<file path="config.mk">
export PLATFORM = sky130hd
export DESIGN_NAME = cmpset_unit
export DESIGN_NICKNAME = d
export VERILOG_FILES = /design/src/rtl/cmpset_pkg.sv /design/src/rtl/cmpset_opsel.sv /design/src/rtl/cmpset_releng.sv /design/src/rtl/cmpset_unit.sv
export SDC_FILE = /design/constraint.sdc
export NUM_CORES = 1
export LEC_CHECK = 0
export ABC_AREA = 0
export CAP_MARGIN = 20
export CORE_UTILIZATION = 35
export CTS_BUF_LIST = sky130_fd_sc_hd__clkbuf_2
export DETAILED_ROUTE_END_ITERATION = 10
export DONT_BUFFER_PORTS = 1
export GPL_ROUTABILITY_DRIVEN = 0
export GPL_TIMING_DRIVEN = 0
export MAX_ROUTING_LAYER = met4
export PLACE_DENSITY = 0.6
export SLEW_MARGIN = 30
export SYNTH_ARGS = -nofsm -noshare
export SYNTH_HDL_FRONTEND = slang
export SYNTH_HIERARCHICAL = 1
export SYNTH_SLANG_ARGS = --single-unit
</file>
<file path="constraint.sdc">
create_clock -name clk -period 0.8 [get_ports clk]
set_clock_uncertainty 0.2 [all_clocks]
set_input_delay 0.16 -clock clk [delete_from_list [all_inputs] [get_ports clk]]
set_output_delay 0.16 -clock clk [all_outputs]
set_load 0.005 [all_outputs]
</file>
<file path="src/rtl/cmpset_pkg.sv">
`timescale 1ns/1ps
package cmpset_pkg;

    localparam int CMPSET_COND_W = 4;

    typedef enum logic [1:0] {
        CLS_SET    = 2'd0,
        CLS_TRAP   = 2'd1,
        CLS_BRANCH = 2'd2,
        CLS_NONE   = 2'd3
    } cmpset_cls_e;

    localparam logic [CMPSET_COND_W-1:0] REL_EQ  = 4'd0;
    localparam logic [CMPSET_COND_W-1:0] REL_NE  = 4'd1;
    localparam logic [CMPSET_COND_W-1:0] REL_LT  = 4'd2;
    localparam logic [CMPSET_COND_W-1:0] REL_LE  = 4'd3;
    localparam logic [CMPSET_COND_W-1:0] REL_GT  = 4'd4;
    localparam logic [CMPSET_COND_W-1:0] REL_GE  = 4'd5;
    localparam logic [CMPSET_COND_W-1:0] REL_LTU = 4'd6;
    localparam logic [CMPSET_COND_W-1:0] REL_LEU = 4'd7;
    localparam logic [CMPSET_COND_W-1:0] REL_GTU = 4'd8;
    localparam logic [CMPSET_COND_W-1:0] REL_GEU = 4'd9;

    // Orderings on raw bit patterns
    function automatic logic rel_is_unsigned(input logic [CMPSET_COND_W-1:0] c);
        return (c >= REL_LTU) && (c <= REL_GEU);
    endfunction

    // Equality tests, whose immediate widening is chosen by the caller
    function automatic logic rel_is_equality(input logic [CMPSET_COND_W-1:0] c);
        return (c == REL_EQ) || (c == REL_NE);
    endfunction

endpackage

</file>
<file path="src/rtl/cmpset_opsel.sv">
`timescale 1ns/1ps
module cmpset_opsel
    import cmpset_pkg::*;
#(
    parameter int DATA_W = 32,
    parameter int IMM_W  = 16
) (
    input  logic [CMPSET_COND_W-1:0] cond_i,
    input  logic                     zero_ref_i,
    input  logic                     imm_en_i,
    input  logic                     imm_uns_i,
    input  logic [DATA_W-1:0]        reg_b_i,
    input  logic [IMM_W-1:0]         imm_i,
    output logic [DATA_W-1:0]        opnd_o
);
    localparam int EXT_W = DATA_W - IMM_W;

    logic              widen_zero;
    logic [DATA_W-1:0] imm_sext;
    logic [DATA_W-1:0] imm_zext;

    always_comb begin
        // Unsigned orderings always zero-widen; eq/ne follow the flag
        widen_zero = rel_is_unsigned(cond_i) ||
                     (rel_is_equality(cond_i) && imm_uns_i);
        imm_sext   = {{EXT_W{imm_i[IMM_W-1]}}, imm_i};
        imm_zext   = {{EXT_W{1'b0}}, imm_i};
        if (zero_ref_i) begin
            opnd_o = '0;                      // branch tests against zero
        end else if (imm_en_i) begin
            opnd_o = widen_zero ? imm_zext : imm_sext;
        end else begin
            opnd_o = reg_b_i;
        end
    end

    // Widened immediate must keep the low field intact
    always_comb begin
        if (imm_en_i && !zero_ref_i) begin
            assert_imm_low_kept_R5: assert (opnd_o[IMM_W-1:0] == imm_i);
        end
    end

endmodule

</file>
<file path="src/rtl/cmpset_releng.sv">
`timescale 1ns/1ps
module cmpset_releng
    import cmpset_pkg::*;
#(
    parameter int DATA_W = 32,
    parameter int NCOND  = 2**CMPSET_COND_W
) (
    input  logic [DATA_W-1:0] lhs_i,
    input  logic [DATA_W-1:0] rhs_i,
    output logic [NCOND-1:0]  hit_o
);
    logic same;
    logic s_less;
    logic u_less;

    always_comb begin
        same   = (lhs_i == rhs_i);
        s_less = ($signed(lhs_i) < $signed(rhs_i));
        u_less = (lhs_i < rhs_i);
    end

    for (genvar g = 0; g < NCOND; g++) begin : g_rel
        if (g == int'(REL_EQ)) begin : g_eq
            assign hit_o[g] = same;
        end else if (g == int'(REL_NE)) begin : g_ne
            assign hit_o[g] = !same;
        end else if (g == int'(REL_LT)) begin : g_lt
            assign hit_o[g] = s_less;
        end else if (g == int'(REL_LE)) begin : g_le
            assign hit_o[g] = s_less || same;
        end else if (g == int'(REL_GT)) begin : g_gt
            assign hit_o[g] = !(s_less || same);
        end else if (g == int'(REL_GE)) begin : g_ge
            assign hit_o[g] = !s_less;
        end else if (g == int'(REL_LTU)) begin : g_ltu
            assign hit_o[g] = u_less;
        end else if (g == int'(REL_LEU)) begin : g_leu
            assign hit_o[g] = u_less || same;
        end else if (g == int'(REL_GTU)) begin : g_gtu
            assign hit_o[g] = !(u_less || same);
        end else if (g == int'(REL_GEU)) begin : g_geu
            assign hit_o[g] = !u_less;
        end else begin : g_unused
            assign hit_o[g] = 1'b0;              // codes 10..15 never hold
        end
    end

    // Complementary pairs must disagree; compound relations must agree with parts
    always_comb begin
        assert_eq_ne_split_R2: assert (hit_o[REL_EQ] != hit_o[REL_NE]);
        assert_lt_ge_split_R3: assert (hit_o[REL_LT] != hit_o[REL_GE]);
        assert_gt_le_split_R3: assert (hit_o[REL_GT] != hit_o[REL_LE]);
        assert_ltu_geu_split_R4: assert (hit_o[REL_LTU] != hit_o[REL_GEU]);
        assert_gtu_leu_split_R4: assert (hit_o[REL_GTU] != hit_o[REL_LEU]);
    end

endmodule

</file>
<file path="src/rtl/cmpset_unit.sv">
`timescale 1ns/1ps
module cmpset_unit
    import cmpset_pkg::*;
#(
    parameter int DATA_W = 32,
    parameter int IMM_W  = 16
) (
    input  logic                     clk,
    input  logic                     rst_n,
    input  logic [1:0]               cls_i,
    input  logic [CMPSET_COND_W-1:0] cond_i,
    input  logic                     imm_en_i,
    input  logic                     imm_uns_i,
    input  logic [DATA_W-1:0]        opa_i,
    input  logic [DATA_W-1:0]        opb_i,
    input  logic [IMM_W-1:0]         imm_i,
    output logic [DATA_W-1:0]        res_o,
    output logic                     trap_o,
    output logic                     branch_o
);
    localparam int NCOND = 2**CMPSET_COND_W;

    typedef struct packed {
        logic [DATA_W-1:0] res;
        logic              trap;
        logic              taken;
    } out_state_t;

    out_state_t        out_d;
    out_state_t        out_q;
    logic [DATA_W-1:0] rhs;
    logic [NCOND-1:0]  hits;
    logic              holds;
    logic              is_branch;

    assign is_branch = (cls_i == CLS_BRANCH);

    cmpset_opsel #(
        .DATA_W (DATA_W),
        .IMM_W  (IMM_W)
    ) opsel_i (
        .cond_i     (cond_i),
        .zero_ref_i (is_branch),
        .imm_en_i   (imm_en_i),
        .imm_uns_i  (imm_uns_i),
        .reg_b_i    (opb_i),
        .imm_i      (imm_i),
        .opnd_o     (rhs)
    );

    cmpset_releng #(
        .DATA_W (DATA_W),
        .NCOND  (NCOND)
    ) releng_i (
        .lhs_i (opa_i),
        .rhs_i (rhs),
        .hit_o (hits)
    );

    assign holds = hits[cond_i];

    always_comb begin
        out_d = '0;
        unique case (cls_i)
            CLS_SET:    out_d.res   = {{(DATA_W-1){1'b0}}, holds};
            CLS_TRAP:   out_d.trap  = holds;
            CLS_BRANCH: out_d.taken = holds;
            default:    out_d       = '0;
        endcase
    end

    always_ff @(posedge clk or negedge rst_n) begin
        if (!rst_n) begin
            out_q <= '0;
        end else begin
            out_q <= out_d;
        end
    end

    assign res_o    = out_q.res;
    assign trap_o   = out_q.trap;
    assign branch_o = out_q.taken;

    assert_set_word_R1: assert property (@(posedge clk) disable iff (!rst_n)
        res_o[DATA_W-1:1] == '0);

    assert_trap_class_R10: assert property (@(posedge clk) disable iff (!rst_n)
        (cls_i != CLS_TRAP) |=> !trap_o);

    assert_branch_class_R10: assert property (@(posedge clk) disable iff (!rst_n)
        (cls_i != CLS_BRANCH) |=> !branch_o);

    assert_trap_no_result_R9: assert property (@(posedge clk) disable iff (!rst_n)
        (cls_i == CLS_TRAP) |=> (res_o == '0));

    assert_none_quiet_R12: assert property (@(posedge clk) disable iff (!rst_n)
        (cls_i == CLS_NONE) |=> (res_o == '0 && !trap_o && !branch_o));

    assert_held_inputs_R11: assert property (@(posedge clk) disable iff (!rst_n)
        (cls_i == CLS_SET && cond_i == REL_EQ && !imm_en_i && opa_i == opb_i)
        |=> (res_o[0] == 1'b1));

endmodule

</file>
# After elaboration in Yosys (flattened, before gate mapping)
# Cells that the tools add are included.
[totals]
ff_bits = 34
input_bits = 90
out_inout_bits = 34
wordCells = 33
[classes]
n_lt_le_gt_ge = 5
eq_ne = 4
muxes = 8
n_reduce_logical = 13
[ops]
columns = ["op", "n"]
rows = [
  ["$mux 32", 3],
  ["$lt 32x32->1", 2],
  ["$eq 32x32->1", 1],
  ["$logic_not 1->1", 5],
  ["$lt 4x5->1 const B", 1],
  ["$bmux 1 s4", 1],
  ["$eq 4x1->1 const B", 1],
  ["$ge 4x3->1 const B", 1],
  ["$le 4x4->1 const B", 1],
  ["$logic_not 4->1", 1],
  ["$logic_or 1x1->1", 4],
  ["$mux 1", 4],
  ["$eq 2x1->1 const B", 1],
  ["$eq 2x2->1 const B", 1],
  ["$logic_and 1x1->1", 2],
  ["$logic_not 2->1", 1],
]

# Longest topological paths before layout
# Gate-level depths: netlist of the first run.
[depth]
ltp_word = 13
depth_mapped = 19
ltp_nobuf = 16

# By module
# The synthesis of the first run kept the hierarchy.
[modules_own_cells]
columns = ["module", "instances", "cells_each", "area_per_inst_um2", "seq_area_each_um2"]
rows = [
  ["cmpset_releng", 1, 133, 979.7, 0.0],
  ["cmpset_opsel", 1, 76, 533.0, 0.0],
  ["cmpset_unit", 1, 55, 520.5, 75.1],
]

# Least setup slack after synthesis of the first run
# OpenSTA, ideal clock, no wires.
[synth_timing]
path_type = "input port to flip-flop"
startpoint = "input port cls_i[1]"
endpoint = "register out_q, in the netlist trap_o"
setup_time_ps = 133
arrival_time_ps = 3213
t_required_ps = 467
slack_ps = -2746
stages = 17
path_buffers = 2
cell_sequence = "nor2b_1 -> buf_6 -> nand3b_4 -> buf_6 -> o21ai_2 -> inv_1 -> ha_1 -> nand4_2 -> or3_4 -> nor3_4 -> o31a_4 -> nor2_4 -> xor2_1 -> mux4_2 -> nor2b_4 -> o32ai_2 -> nor3b_1"
[synth_lines]
columns = ["element", "line", "text"]
rows = [
  ["start, declared", "cmpset_unit.sv:10", "input logic [1:0] cls_i,"],
  ["end signal, assigned", "cmpset_unit.sv:76", "out_q <= out_d;"],
  ["end, declared", "cmpset_unit.sv:30", "out_state_t out_q;"],
]

==> metrics.txt, run 1 <==
# TYPE chip_impl_metric gauge
chip_impl_metric{name="ys_types",unit=""} 47
chip_impl_metric{name="gate_power_share",unit="%"} 78.3
chip_impl_metric{name="num_rows",unit=""} 27
chip_impl_info{name="timing.critical_path.max_delay_family",value="simple AND/OR/NAND/NOR gates"} 1
chip_impl_metric{name="power_switching_share",unit="%"} 41.70
chip_impl_info{name="failed_checks",value="negative hold slack, negative setup slack"} 1
chip_impl_metric{name="internal_power",unit="mW"} 1.017
chip_impl_info{name="leading_cell_types_by_count_after_synthesis",value="buf_4 (41), inv_1 (36), ha_1 (32), nand2_1 (25), mux2i_1 (21)"} 1
chip_impl_metric{name="yosys_warning_total",unit=""} 6
chip_impl_metric{name="initial_core_util",unit="%"} 36.70
chip_impl_metric{name="required",unit="ps"} 670
chip_impl_info{name="setup.worst_path.end_class",value="flop"} 1
chip_impl_info{name="hold_path.class",value="in2reg"} 1
chip_impl_metric{name="fin_worst_hold_slack",unit="ps"} -182.0
chip_impl_metric{name="layout-drive-gt1-share",unit="%"} 30.23
chip_impl_metric{name="cts_hold_buffers",unit=""} 1
chip_impl_metric{name="setup_violations",unit=""} 6
chip_impl_metric{name="antennaDiodeCount",unit=""} 0
chip_impl_metric{name="drt_first_iter_violations",unit=""} 18
chip_impl_metric{name="sequential_cell_area_fraction_in_the_yosys_report",unit="%"} 3.692
chip_impl_metric{name="grt_use_total",unit="%"} 13.21
chip_impl_info{name="critical_path.cell_chain",value="nor2b_4 -> buf_6 -> nand3b_4 -> buf_8 -> o21ai_2 -> inv_1 -> ha_1 -> nand2_1 -> or3_4 -> nor3_4 -> o31a_4 -> nor2_4 -> xor2_1 -> mux4_2 -> nor2b_4 -> o32ai_4 -> nor3b_1"} 1
chip_impl_info{name="post-synth-top-area-cell",value="ha_1"} 1
chip_impl_metric{name="post_synth_instance_area",unit="um2"} 2033
chip_impl_metric{name="detail_route.wirelength",unit="um"} 4033
chip_impl_metric{name="p_clk_share",unit="%"} 12.2
chip_impl_metric{name="ys_seq_elements",unit=""} 3
chip_impl_metric{name="hold_critical_path_depth",unit=""} 1
chip_impl_metric{name="die_y",unit="um"} 78.22
chip_impl_metric{name="power.sequential.fraction",unit="%"} 9.6
chip_impl_metric{name="setup_total_negative_slack",unit="ps"} -8166
chip_impl_metric{name="worstPathMaxFanout",unit=""} 5
chip_impl_info{name="hp-start",value="cls_i[0]"} 1
chip_impl_metric{name="die_area",unit="um2"} 6118
chip_impl_info{name="grt_setup_unrepaired",value="true"} 1
chip_impl_info{name="status",value="finished, violations left"} 1
chip_impl_metric{name="async_flop_share",unit="%"} 100.0
chip_impl_metric{name="pin_count_of_the_biggest_net_entering_global_routing",unit=""} 11
chip_impl_metric{name="core_area",unit="um2"} 5540
chip_impl_info{name="timing_worst_setup_path_type",value="in2reg"} 1
chip_impl_metric{name="timing.max_cap.violations",unit=""} 0
chip_impl_metric{name="vias",unit=""} 1705
chip_impl_metric{name="cts-buffers-inserted",unit=""} 3
chip_impl_metric{name="max-vdd-ir-drop",unit="V"} 0.0004253
chip_impl_metric{name="dp_cells",unit=""} 371
chip_impl_metric{name="hpwlAfterDp",unit="um"} 3400
chip_impl_info{name="yosysMostFrequentCell",value="buf_4"} 1
chip_impl_metric{name="remaining_global_route_overflow",unit=""} 0
chip_impl_metric{name="area_overhead_of_the_layout_relative_to_synthesis",unit="%"} 20.55
chip_impl_metric{name="synth-edff-count",unit=""} 0
chip_impl_metric{name="drt-wirelength-per-cell",unit="um"} 10.53
chip_impl_metric{name="power-per-cell-area",unit="nW/um2"} 711.4
chip_impl_metric{name="cp.buffers_inverters",unit=""} 3
chip_impl_metric{name="period_needed",unit="ps"} 3406
chip_impl_metric{name="postLayoutSetupSlackWorst",unit="ps"} -2606
chip_impl_metric{name="cts-htree-levels",unit=""} 1
chip_impl_metric{name="input_output_buffers",unit=""} 0
chip_impl_metric{name="finalCritPeriodShare",unit="%"} 425.7
chip_impl_metric{name="layout.nets",unit=""} 434
chip_impl_metric{name="synth_cells",unit=""} 264
chip_impl_metric{name="vias_in_the_first_global_route",unit=""} 1614
chip_impl_metric{name="critPathArrivalTime",unit="ps"} 3280
chip_impl_metric{name="switching_power",unit="mW"} 0.7271
chip_impl_metric{name="fin_cells",unit=""} 383
chip_impl_metric{name="drt-pass1-iter-count",unit=""} 4
chip_impl_info{name="crit_path_max_delay_cell_type",value="mux4_2"} 1
chip_impl_metric{name="grt_antenna_before_repair",unit=""} 0
chip_impl_info{name="crit_top_cell",value="nor2b_4"} 1
chip_impl_metric{name="leakagePower",unit="nW"} 1.346
chip_impl_info{name="worst_min_delay_path_endpoint",value="res_o[0]"} 1
chip_impl_metric{name="cts.reportedPaths.clkPinSlew",unit="ps"} 40
chip_impl_metric{name="drv_slew",unit=""} 0
chip_impl_metric{name="design.portCount",unit=""} 124
chip_impl_info{name="root_buffer",value="clkbuf_2"} 1
chip_impl_info{name="tritoncts_clock_tree",value="done"} 1
chip_impl_info{name="ys.flop_type",value="dfrtp_1"} 1
chip_impl_metric{name="clock_sinks",unit=""} 3
chip_impl_info{name="yosys-top-cells-area",value="ha_1 (20%), buf_4 (15%), mux2i_1 (10%)"} 1
chip_impl_metric{name="grt_pass1_wl",unit="um"} 6513
chip_impl_metric{name="clock_tree.buffer_depth",unit=""} 2
chip_impl_metric{name="timing_hold_violations_final",unit=""} 3
chip_impl_metric{name="cp.depth",unit=""} 17
chip_impl_metric{name="portion_of_synthesized_cell_area_occupied_by_the_leading_cell_type",unit="%"} 19.69
chip_impl_info{name="timing.critical_path.from_type",value="primary input"} 1
chip_impl_metric{name="die_x",unit="um"} 78.22
chip_impl_metric{name="final_antenna_violating_net_count",unit=""} 0
chip_impl_metric{name="avgSynthCellArea",unit="um2"} 7.702
chip_impl_metric{name="post-route-drc-count",unit=""} 0
chip_impl_metric{name="timing.critical_path.slowest_cell_delay",unit="ps"} 470
chip_impl_metric{name="maximum_clock_frequency",unit="GHz"} 0.2936
chip_impl_metric{name="dp_worst_setup_slack",unit="ps"} -2990
chip_impl_metric{name="vias_per_cell",unit=""} 4.452
## logic make-up (layout without fill, tap and decap cells)
kind of cell / Yosys count / after routing / share of synthesized area [%]
simple gates: 71 / 71 / 19.26
compound gates: 45 / 45 / 16.62
other cells: 2 / 37 / 0.3694
flops: 3 / 3 / 3.692
mux: 24 / 24 / 13.48
xor+xnor: 2 / 2 / 0.8617
buf+inv: 85 / 97 / 26.03
fa+ha+maj: 32 / 32 / 19.69
## per-layer routing
layer | wire length, um | vias to the layer above | track usage [%]
met4 | 8 | 0 | 2.593
met3 | 385 | 2 | 2.093
li1 | - | 911 | -
met1 | 1667 | 717 | 14.57
met5 | 0 | - | -
met2 | 1971 | 75 | 24.91
## power groups by stage
| stage | Sequential [mW] | Combinational (mW) | Clock (mW) |
|---|---|---|---|
| floorplan | 0.169 | 1.11 | 0 |
| global placement | 0.169 | 1.24 | 0 |
| detailed placement | 0.169 | 1.26 | 0 |
| CTS | 0.167 | 1.35 | 0.217 |
| global route | 0.168 | 1.57 | 0.230 |
| finish | 0.167 | 1.36 | 0.212 |
## flip-flops by register name, indices dropped and copies added (netlist names)
name	cells
res_o	1
branch_o	1
trap_o	1
## cell type report
class	instances	area, um2
plain buffers	49	405.4
clock buffers	4	20.02
fillers	594	3089
inverters	36	135.1
multi-input cells	211	1642
flip-flops and latches	3	75.07
well taps	72	90.09
repair buffers	8	83.83
## worst max path at each step
stage	slack, ps	endpoint	start
2_1_floorplan	-2610	trap_o	cls_i[1]
6_report	-2610	trap_o	cls_i[1]
5_1_grt	-2790	res_o[0]	cls_i[1]
4_1_cts	-2620	trap_o	cls_i[1]
3_5_place_dp	-2990	trap_o	cls_i[1]
3_3_place_gp	-2960	trap_o	cls_i[1]
## cell usage in the layout (no fill, tap or decap), types with 2 or more instances in the layout
cell and instances:
inv_1 34, nand3_1 3, ha_1 30, nand4_1 4
inv_2 2, a21o_1 3, mux2i_1 21, buf_4 44
o211ai_1 2, o21ai_0 8, nor2b_1 2, o21ai_2 10
buf_8 2, nor2b_4 2, nor2_1 18, clkbuf_2 4
dfrtp_1 3, nand2_1 25, nor2_4 2, a21oi_1 12
ha_4 2, or2b_1 2, conb_1 37, buf_6 7
## stage by stage
| stage | total power [mW] | area [um2] | hold slack [ps] | util (%) |
|---|---|---|---|---|
| floorplan | 1.274 | 2205 | -335.6 | - |
| global placement | 1.407 | 2295 | -335.5 | 41.42 |
| detailed placement | 1.430 | 2295 | -335.5 | 41.42 |
| CTS | 1.738 | 2419 | -190.5 | 43.65 |
| global route | 1.964 | 2451 | -182.2 | 44.24 |
| finish | 1.744 | 2451 | -182.0 | 44.24 |
## what timing repair did
item | 4_1_cts | 5_1_grt
buffers inserted | 3 | 2
gates resized for setup | 9 | 3
cloned | 2 | 0
endpoints found under the hold margin | 6 | 4
pin swaps | 4 | 0
setup endpoints to repair | 6 | 6
(Power assumes the default switching activity.)
==> inputs of run 2 (changes only) <==
--- a/config.mk
+++ b/config.mk
@@ -7,8 +7,10 @@
 export LEC_CHECK = 0
 export ABC_AREA = 0
 export CAP_MARGIN = 20
+export CORE_MARGIN = 3
 export CORE_UTILIZATION = 35
 export CTS_BUF_LIST = sky130_fd_sc_hd__clkbuf_2
+export CTS_CLUSTER_SIZE = 25
 export DETAILED_ROUTE_END_ITERATION = 10
 export DONT_BUFFER_PORTS = 1
 export GPL_ROUTABILITY_DRIVEN = 0
==> metrics.txt, run 2 (synthesis results as in run 1) <==
# TYPE chip_impl_metric gauge
chip_impl_metric{name="clock_sinks",unit=""} 3
chip_impl_metric{name="vias_per_cell",unit=""} 4.417
chip_impl_metric{name="finalCritPeriodShare",unit="%"} 422.0
chip_impl_metric{name="final-seq-area",unit="um2"} 75.07
chip_impl_info{name="hold_path.class",value="in2reg"} 1
chip_impl_metric{name="timing_hold_violations_final",unit=""} 3
chip_impl_info{name="root_buffer",value="clkbuf_2"} 1
chip_impl_metric{name="die_y",unit="um"} 82.22
chip_impl_metric{name="drv_slew",unit=""} 0
chip_impl_metric{name="postLayoutSetupSlackWorst",unit="ps"} -2576
chip_impl_metric{name="maximum_clock_frequency",unit="GHz"} 0.2962
chip_impl_metric{name="detail_route.wirelength",unit="um"} 4478
chip_impl_metric{name="globalRouteMet1Util",unit="%"} 15.99
chip_impl_metric{name="fin_worst_hold_slack",unit="ps"} -184.3
chip_impl_metric{name="fin_cells",unit=""} 386
chip_impl_metric{name="met3_usage",unit="%"} 3.037
chip_impl_metric{name="die_x",unit="um"} 82.22
chip_impl_info{name="grt_setup_unrepaired",value="true"} 1
chip_impl_metric{name="design.portCount",unit=""} 124
chip_impl_metric{name="worstPathMaxFanout",unit=""} 10
chip_impl_metric{name="antennaDiodeCount",unit=""} 0
chip_impl_info{name="globalRoute.busiestLayer",value="met2"} 1
chip_impl_metric{name="drt_first_iter_violations",unit=""} 24
chip_impl_metric{name="clock_tree.buffer_depth",unit=""} 2
chip_impl_info{name="status",value="finished, violations left"} 1
chip_impl_info{name="timing.critical_path.from_type",value="primary input"} 1
chip_impl_metric{name="area_overhead_of_the_layout_relative_to_synthesis",unit="%"} 20.98
chip_impl_metric{name="vias",unit=""} 1705
chip_impl_info{name="critical_path.cell_chain",value="nor2b_4 -> buf_6 -> nand3b_4 -> buf_8 -> o21ai_2 -> inv_1 -> ha_1 -> nand2_2 -> or3_4 -> nor3_4 -> o31a_4 -> nor2_4 -> xor2_1 -> mux4_2 -> nor2b_4 -> o32ai_4 -> nor2b_1"} 1
chip_impl_metric{name="drt-pass1-iter-count",unit=""} 4
chip_impl_metric{name="hpwlAfterDp",unit="um"} 3878
chip_impl_metric{name="die_area",unit="um2"} 6759
chip_impl_metric{name="post-route-drc-count",unit=""} 0
chip_impl_info{name="crit_path_max_delay_cell_type",value="mux4_2"} 1
chip_impl_info{name="setup.worst_path.end_class",value="flop"} 1
chip_impl_metric{name="max-vdd-ir-drop",unit="V"} 0.0005351
chip_impl_metric{name="cts-htree-levels",unit=""} 1
chip_impl_metric{name="layout.nets",unit=""} 437
chip_impl_metric{name="post_dp_cell_area",unit="um2"} 2295
chip_impl_metric{name="grt_use_total",unit="%"} 12.94
chip_impl_metric{name="setup_violations",unit=""} 6
chip_impl_metric{name="cts.reportedPaths.clkPinSlew",unit="ps"} 50
chip_impl_metric{name="cts_hold_buffers",unit=""} 1
chip_impl_metric{name="timing.max_cap.violations",unit=""} 0
chip_impl_metric{name="final_antenna_violating_net_count",unit=""} 0
chip_impl_metric{name="grt_pass1_wl",unit="um"} 6699
chip_impl_metric{name="grt_antenna_before_repair",unit=""} 0
chip_impl_metric{name="multiInputGateArea",unit="um2"} 1644
chip_impl_info{name="final_common_cell",value="buf_4"} 1
chip_impl_info{name="tritoncts_clock_tree",value="done"} 1
chip_impl_info{name="crit_top_cell",value="nor2b_4"} 1
chip_impl_metric{name="post-route-cell-area",unit="um2"} 2460
chip_impl_metric{name="power-per-cell-area",unit="nW/um2"} 734.7
chip_impl_metric{name="cts-buffers-inserted",unit=""} 3
chip_impl_metric{name="dp_worst_setup_slack",unit="ps"} -2984
chip_impl_metric{name="num_rows",unit=""} 27
chip_impl_info{name="failed_checks",value="negative hold slack, negative setup slack"} 1
chip_impl_info{name="timing_worst_setup_path_type",value="in2reg"} 1
chip_impl_metric{name="fin_util",unit="%"} 44.13
chip_impl_metric{name="vias_in_the_first_global_route",unit=""} 1520
chip_impl_metric{name="timing.critical_path.slowest_cell_delay",unit="ps"} 470
chip_impl_metric{name="initial_core_util",unit="%"} 36.48
chip_impl_metric{name="core_area",unit="um2"} 5574
chip_impl_metric{name="grt_util_met2",unit="%"} 21.79
chip_impl_metric{name="required",unit="ps"} 690
chip_impl_metric{name="critPathArrivalTime",unit="ps"} 3260
chip_impl_metric{name="input_output_buffers",unit=""} 0
chip_impl_metric{name="drt-wirelength-per-cell",unit="um"} 11.60
chip_impl_metric{name="period_needed",unit="ps"} 3376
chip_impl_metric{name="remaining_global_route_overflow",unit=""} 0
chip_impl_metric{name="final.fill_count",unit=""} 595
chip_impl_metric{name="dp_cells",unit=""} 371
chip_impl_metric{name="leakagePower",unit="nW"} 1.350
chip_impl_metric{name="pin_count_of_the_biggest_net_entering_global_routing",unit=""} 11
chip_impl_metric{name="layout-drive-gt1-share",unit="%"} 32.17
chip_impl_info{name="layout_common_cells",value="buf_4 (48), conb_1 (37), inv_1 (34)"} 1
-- run 2: layout make-up --
class                           instances  area share [%]
Sequential cell                         3           3.052
Timing Repair Buffer                   11           3.510
Buffer                                 49           16.63
Clock buffer                            4          0.8138
Multi-Input combinational cell        211           66.84
Inverter                               36           5.493
Tap cell                               72           3.662
-- run 2: layer usage --
metal  up-vias  share of wire, %
met5         -                 0
met4         0             0.089
met3         2                11
met2        66                47
met1       717                42
li1        920                 -
-- run 2: stage by stage --
stage	total power, mW	setup TNS, ps
floorplan	1.274	-7804
global placement	1.425	-8926
detailed placement	1.442	-8946
CTS	1.744	-8166
global route	2.044	-8638
finish	1.807	-8167
-- run 2: what timing repair did --
action | 4_1_cts | 5_1_grt
hold endpoints to repair | 6 | 6
setup endpoints to repair | 6 | 6
pin swaps | 3 | 4
gates resized for setup | 4 | 13
buffers inserted | 3 | 5
cloned | 0 | 2
-- run 2: critical path, delay by kind of cell --
family	cells	cell delay, ps
muxes	1	470
and+or+nand+nor	8	1230
adders and majority gates	1	280
buffers and inverters	3	360
xor gates and xnor gates	1	150
AOI/OAI and AO/OA	3	620
-- run 2: path summary, 6_finish.rpt --
check | start | end | depth (start not counted)
max in group asynchronous | rst_n | trap_o | 1
min in group asynchronous | rst_n | res_o[0] | 1
min | cls_i[1] | trap_o | 1
max | cls_i[1] | branch_o | 17
-- run 2: where the power goes --
part	total, mW	switching (mW)	internal [mW]	leakage (nW)
Combinational	1.42	0.665	0.752	1.29
Sequential	0.168	0.00600	0.162	0.0403
Clock	0.222	0.0898	0.132	0.0166
==> inputs of run 3 (changes only) <==
--- a/config.mk
+++ b/config.mk
@@ -7,6 +7,8 @@
 export LEC_CHECK = 0
 export ABC_AREA = 0
 export CAP_MARGIN = 20
+export CELL_PAD_IN_SITES_DETAIL_PLACEMENT = 0
+export CELL_PAD_IN_SITES_GLOBAL_PLACEMENT = 1
 export CORE_MARGIN = 3
 export CORE_UTILIZATION = 35
 export CTS_BUF_LIST = sky130_fd_sc_hd__clkbuf_2
@@ -16,7 +18,7 @@
 export GPL_ROUTABILITY_DRIVEN = 0
 export GPL_TIMING_DRIVEN = 0
 export MAX_ROUTING_LAYER = met4
-export PLACE_DENSITY = 0.6
+export PLACE_DENSITY = 0.69
 export SLEW_MARGIN = 30
 export SYNTH_ARGS = -nofsm -noshare
 export SYNTH_HDL_FRONTEND = slang
==> metrics.txt, run 3 (synthesis results as in run 1) <==
# TYPE chip_impl_metric gauge
chip_impl_metric{name="setup_violations",unit=""} 6
chip_impl_metric{name="num_rows",unit=""} 27
chip_impl_metric{name="cts_hold_buffers",unit=""} 1
chip_impl_metric{name="drt-pass1-iter-count",unit=""} 4
chip_impl_metric{name="leakagePower",unit="nW"} 1.353
chip_impl_metric{name="drv_slew",unit=""} 0
chip_impl_metric{name="area_overhead_of_the_layout_relative_to_synthesis",unit="%"} 23.08
chip_impl_metric{name="clock_sinks",unit=""} 3
chip_impl_metric{name="cts-htree-levels",unit=""} 1
chip_impl_metric{name="finalPower",unit="mW"} 1.821
chip_impl_metric{name="die_x",unit="um"} 82.22
chip_impl_metric{name="core_area",unit="um2"} 5574
chip_impl_metric{name="timing_hold_violations_final",unit=""} 4
chip_impl_info{name="root_buffer",value="clkbuf_2"} 1
chip_impl_info{name="critical_path.cell_chain",value="nor2b_4 -> buf_6 -> nand3b_4 -> buf_8 -> o21ai_2 -> inv_1 -> ha_1 -> nand4_2 -> or3_4 -> nor3_4 -> o31a_4 -> nor2_4 -> xor2_1 -> mux4_2 -> nor2b_4 -> o32ai_4 -> nor2b_1"} 1
chip_impl_metric{name="critPathArrivalTime",unit="ps"} 3300
chip_impl_metric{name="hold_critical_path_depth",unit=""} 1
chip_impl_info{name="hold_path.class",value="in2reg"} 1
chip_impl_metric{name="power-per-cell-area",unit="nW/um2"} 727.8
chip_impl_info{name="timing.critical_path.max_delay_family",value="simple AND/OR/NAND/NOR gates"} 1
chip_impl_metric{name="layout-drive-gt1-share",unit="%"} 32.80
chip_impl_info{name="crit_top_cell",value="nor2b_4"} 1
chip_impl_info{name="timing.critical_path.from_type",value="primary input"} 1
chip_impl_metric{name="final_antenna_violating_net_count",unit=""} 0
chip_impl_metric{name="die_area",unit="um2"} 6759
chip_impl_metric{name="required",unit="ps"} 680
chip_impl_metric{name="post-route-drc-count",unit=""} 0
chip_impl_metric{name="fin_worst_hold_slack",unit="ps"} -180.1
chip_impl_metric{name="clock_tree.buffer_depth",unit=""} 2
chip_impl_metric{name="cts-buffers-inserted",unit=""} 3
chip_impl_metric{name="input_output_buffers",unit=""} 0
chip_impl_metric{name="final.fill_count",unit=""} 609
chip_impl_metric{name="vias_in_the_first_global_route",unit=""} 1636
chip_impl_metric{name="detail_route.wirelength",unit="um"} 4479
chip_impl_metric{name="period_needed",unit="ps"} 3424
chip_impl_metric{name="pin_count_of_the_biggest_net_entering_global_routing",unit=""} 11
chip_impl_info{name="final_common_cell",value="buf_4"} 1
chip_impl_metric{name="grt_use_total",unit="%"} 13.40
chip_impl_metric{name="initial_core_util",unit="%"} 36.48
chip_impl_info{name="tritoncts_clock_tree",value="done"} 1
chip_impl_metric{name="grt_pass1_wl",unit="um"} 7051
chip_impl_metric{name="vias",unit=""} 1729
chip_impl_metric{name="max-vdd-ir-drop",unit="V"} 0.0008092
chip_impl_info{name="hp-start",value="cls_i[1]"} 1
chip_impl_metric{name="grt_antenna_before_repair",unit=""} 0
chip_impl_metric{name="worstPathMaxFanout",unit=""} 5
chip_impl_info{name="layout_common_cells",value="buf_4 (49), conb_1 (37), inv_1 (33)"} 1
chip_impl_metric{name="dp_worst_setup_slack",unit="ps"} -3005
chip_impl_metric{name="cp.buffers_inverters",unit=""} 3
chip_impl_info{name="grt_setup_unrepaired",value="true"} 1
chip_impl_info{name="setup.worst_path.end_class",value="flop"} 1
chip_impl_info{name="failed_checks",value="negative hold slack, negative setup slack"} 1
chip_impl_metric{name="design.portCount",unit=""} 124
chip_impl_info{name="worst_min_delay_path_endpoint",value="trap_o"} 1
chip_impl_metric{name="postLayoutSetupSlackWorst",unit="ps"} -2624
chip_impl_metric{name="drt_first_iter_violations",unit=""} 24
chip_impl_info{name="timing_worst_setup_path_type",value="in2reg"} 1
chip_impl_metric{name="wl_met2",unit="um"} 2175
chip_impl_metric{name="die_y",unit="um"} 82.22
chip_impl_info{name="maxUsedRoutingLayer",value="met3"} 1
chip_impl_metric{name="drt-wirelength-per-cell",unit="um"} 11.60
chip_impl_info{name="crit_path_max_delay_cell_type",value="mux4_2"} 1
chip_impl_info{name="status",value="finished, violations left"} 1
chip_impl_metric{name="timing.max_cap.violations",unit=""} 0
chip_impl_metric{name="finalCritPeriodShare",unit="%"} 428.0
chip_impl_metric{name="vias_per_cell",unit=""} 4.479
chip_impl_metric{name="wirelength_met1",unit="um"} 1831
chip_impl_metric{name="antennaDiodeCount",unit=""} 0
chip_impl_metric{name="timing.critical_path.slowest_cell_delay",unit="ps"} 470
chip_impl_metric{name="remaining_global_route_overflow",unit=""} 0
chip_impl_metric{name="maximum_clock_frequency",unit="GHz"} 0.2921
chip_impl_metric{name="hpwlAfterDp",unit="um"} 3910
chip_impl_metric{name="cts.reportedPaths.clkPinSlew",unit="ps"} 50
chip_impl_metric{name="layout.nets",unit=""} 437
chip_impl_metric{name="dr_wl_met3",unit="um"} 473
## run 3: cell type report
| class | instances | area (um2) | share of cell area (%) |
|---|---|---|---|
| Tap cell | 72 | 90.09 | 3.600 |
| Inverter | 36 | 135.1 | 5.400 |
| Clock buffer | 4 | 20.02 | 0.8000 |
| Buffer | 49 | 401.6 | 16.05 |
| Sequential cell | 3 | 75.07 | 3.000 |
| Timing Repair Buffer | 11 | 108.9 | 4.350 |
| Multi-Input combinational cell | 211 | 1672 | 66.80 |
## run 3: where the power goes
group          switching (mW)  internal, mW  leakage (nW)  total, mW
Clock                  0.0841         0.132        0.0166      0.216
Sequential            0.00596         0.163        0.0403      0.169
Combinational           0.661         0.776          1.30       1.44
Total                   0.751          1.07          1.35       1.82
## run 3: per-layer routing
metal	track usage [%]	up-vias
met5	-	-
met4	1.993	0
met1	15.90	742
li1	-	918
met3	2.928	0
met2	23.56	69
## run 3: stage by stage
stage          util, %  hold WS (ps)  instance area, um2  std cells  setup TNS (ps)
3_5_place_dp     41.17        -335.5                2295        371           -9007
6_report         44.89        -180.1                2502        386           -8271
4_1_cts          43.68        -191.0                2435        383           -8247
2_1_floorplan        -        -335.6                2205        299           -7804
5_1_grt          44.89        -200.1                2502        386           -8806
3_3_place_gp     41.17        -335.5                2295        371           -8930
## run 3: timing repair
item                                   in CTS  in global routing
buffers inserted                            6                  3
pin swaps                                   3                  7
cloned                                      1                  0
endpoints found under the hold margin       6                  6
setup endpoints to repair                   6                  6
gates resized for setup                     9                  7
## run 3: worst max path at each step
stage,from,to,slack [ps],cells after the start
2_1_floorplan,cls_i[1],trap_o,-2610,16
3_3_place_gp,cls_i[1],branch_o,-2990,17
3_5_place_dp,cls_i[1],trap_o,-3000,17
4_1_cts,cls_i[1],trap_o,-2590,17
5_1_grt,cls_i[1],branch_o,-2780,17
6_report,cls_i[1],branch_o,-2620,17
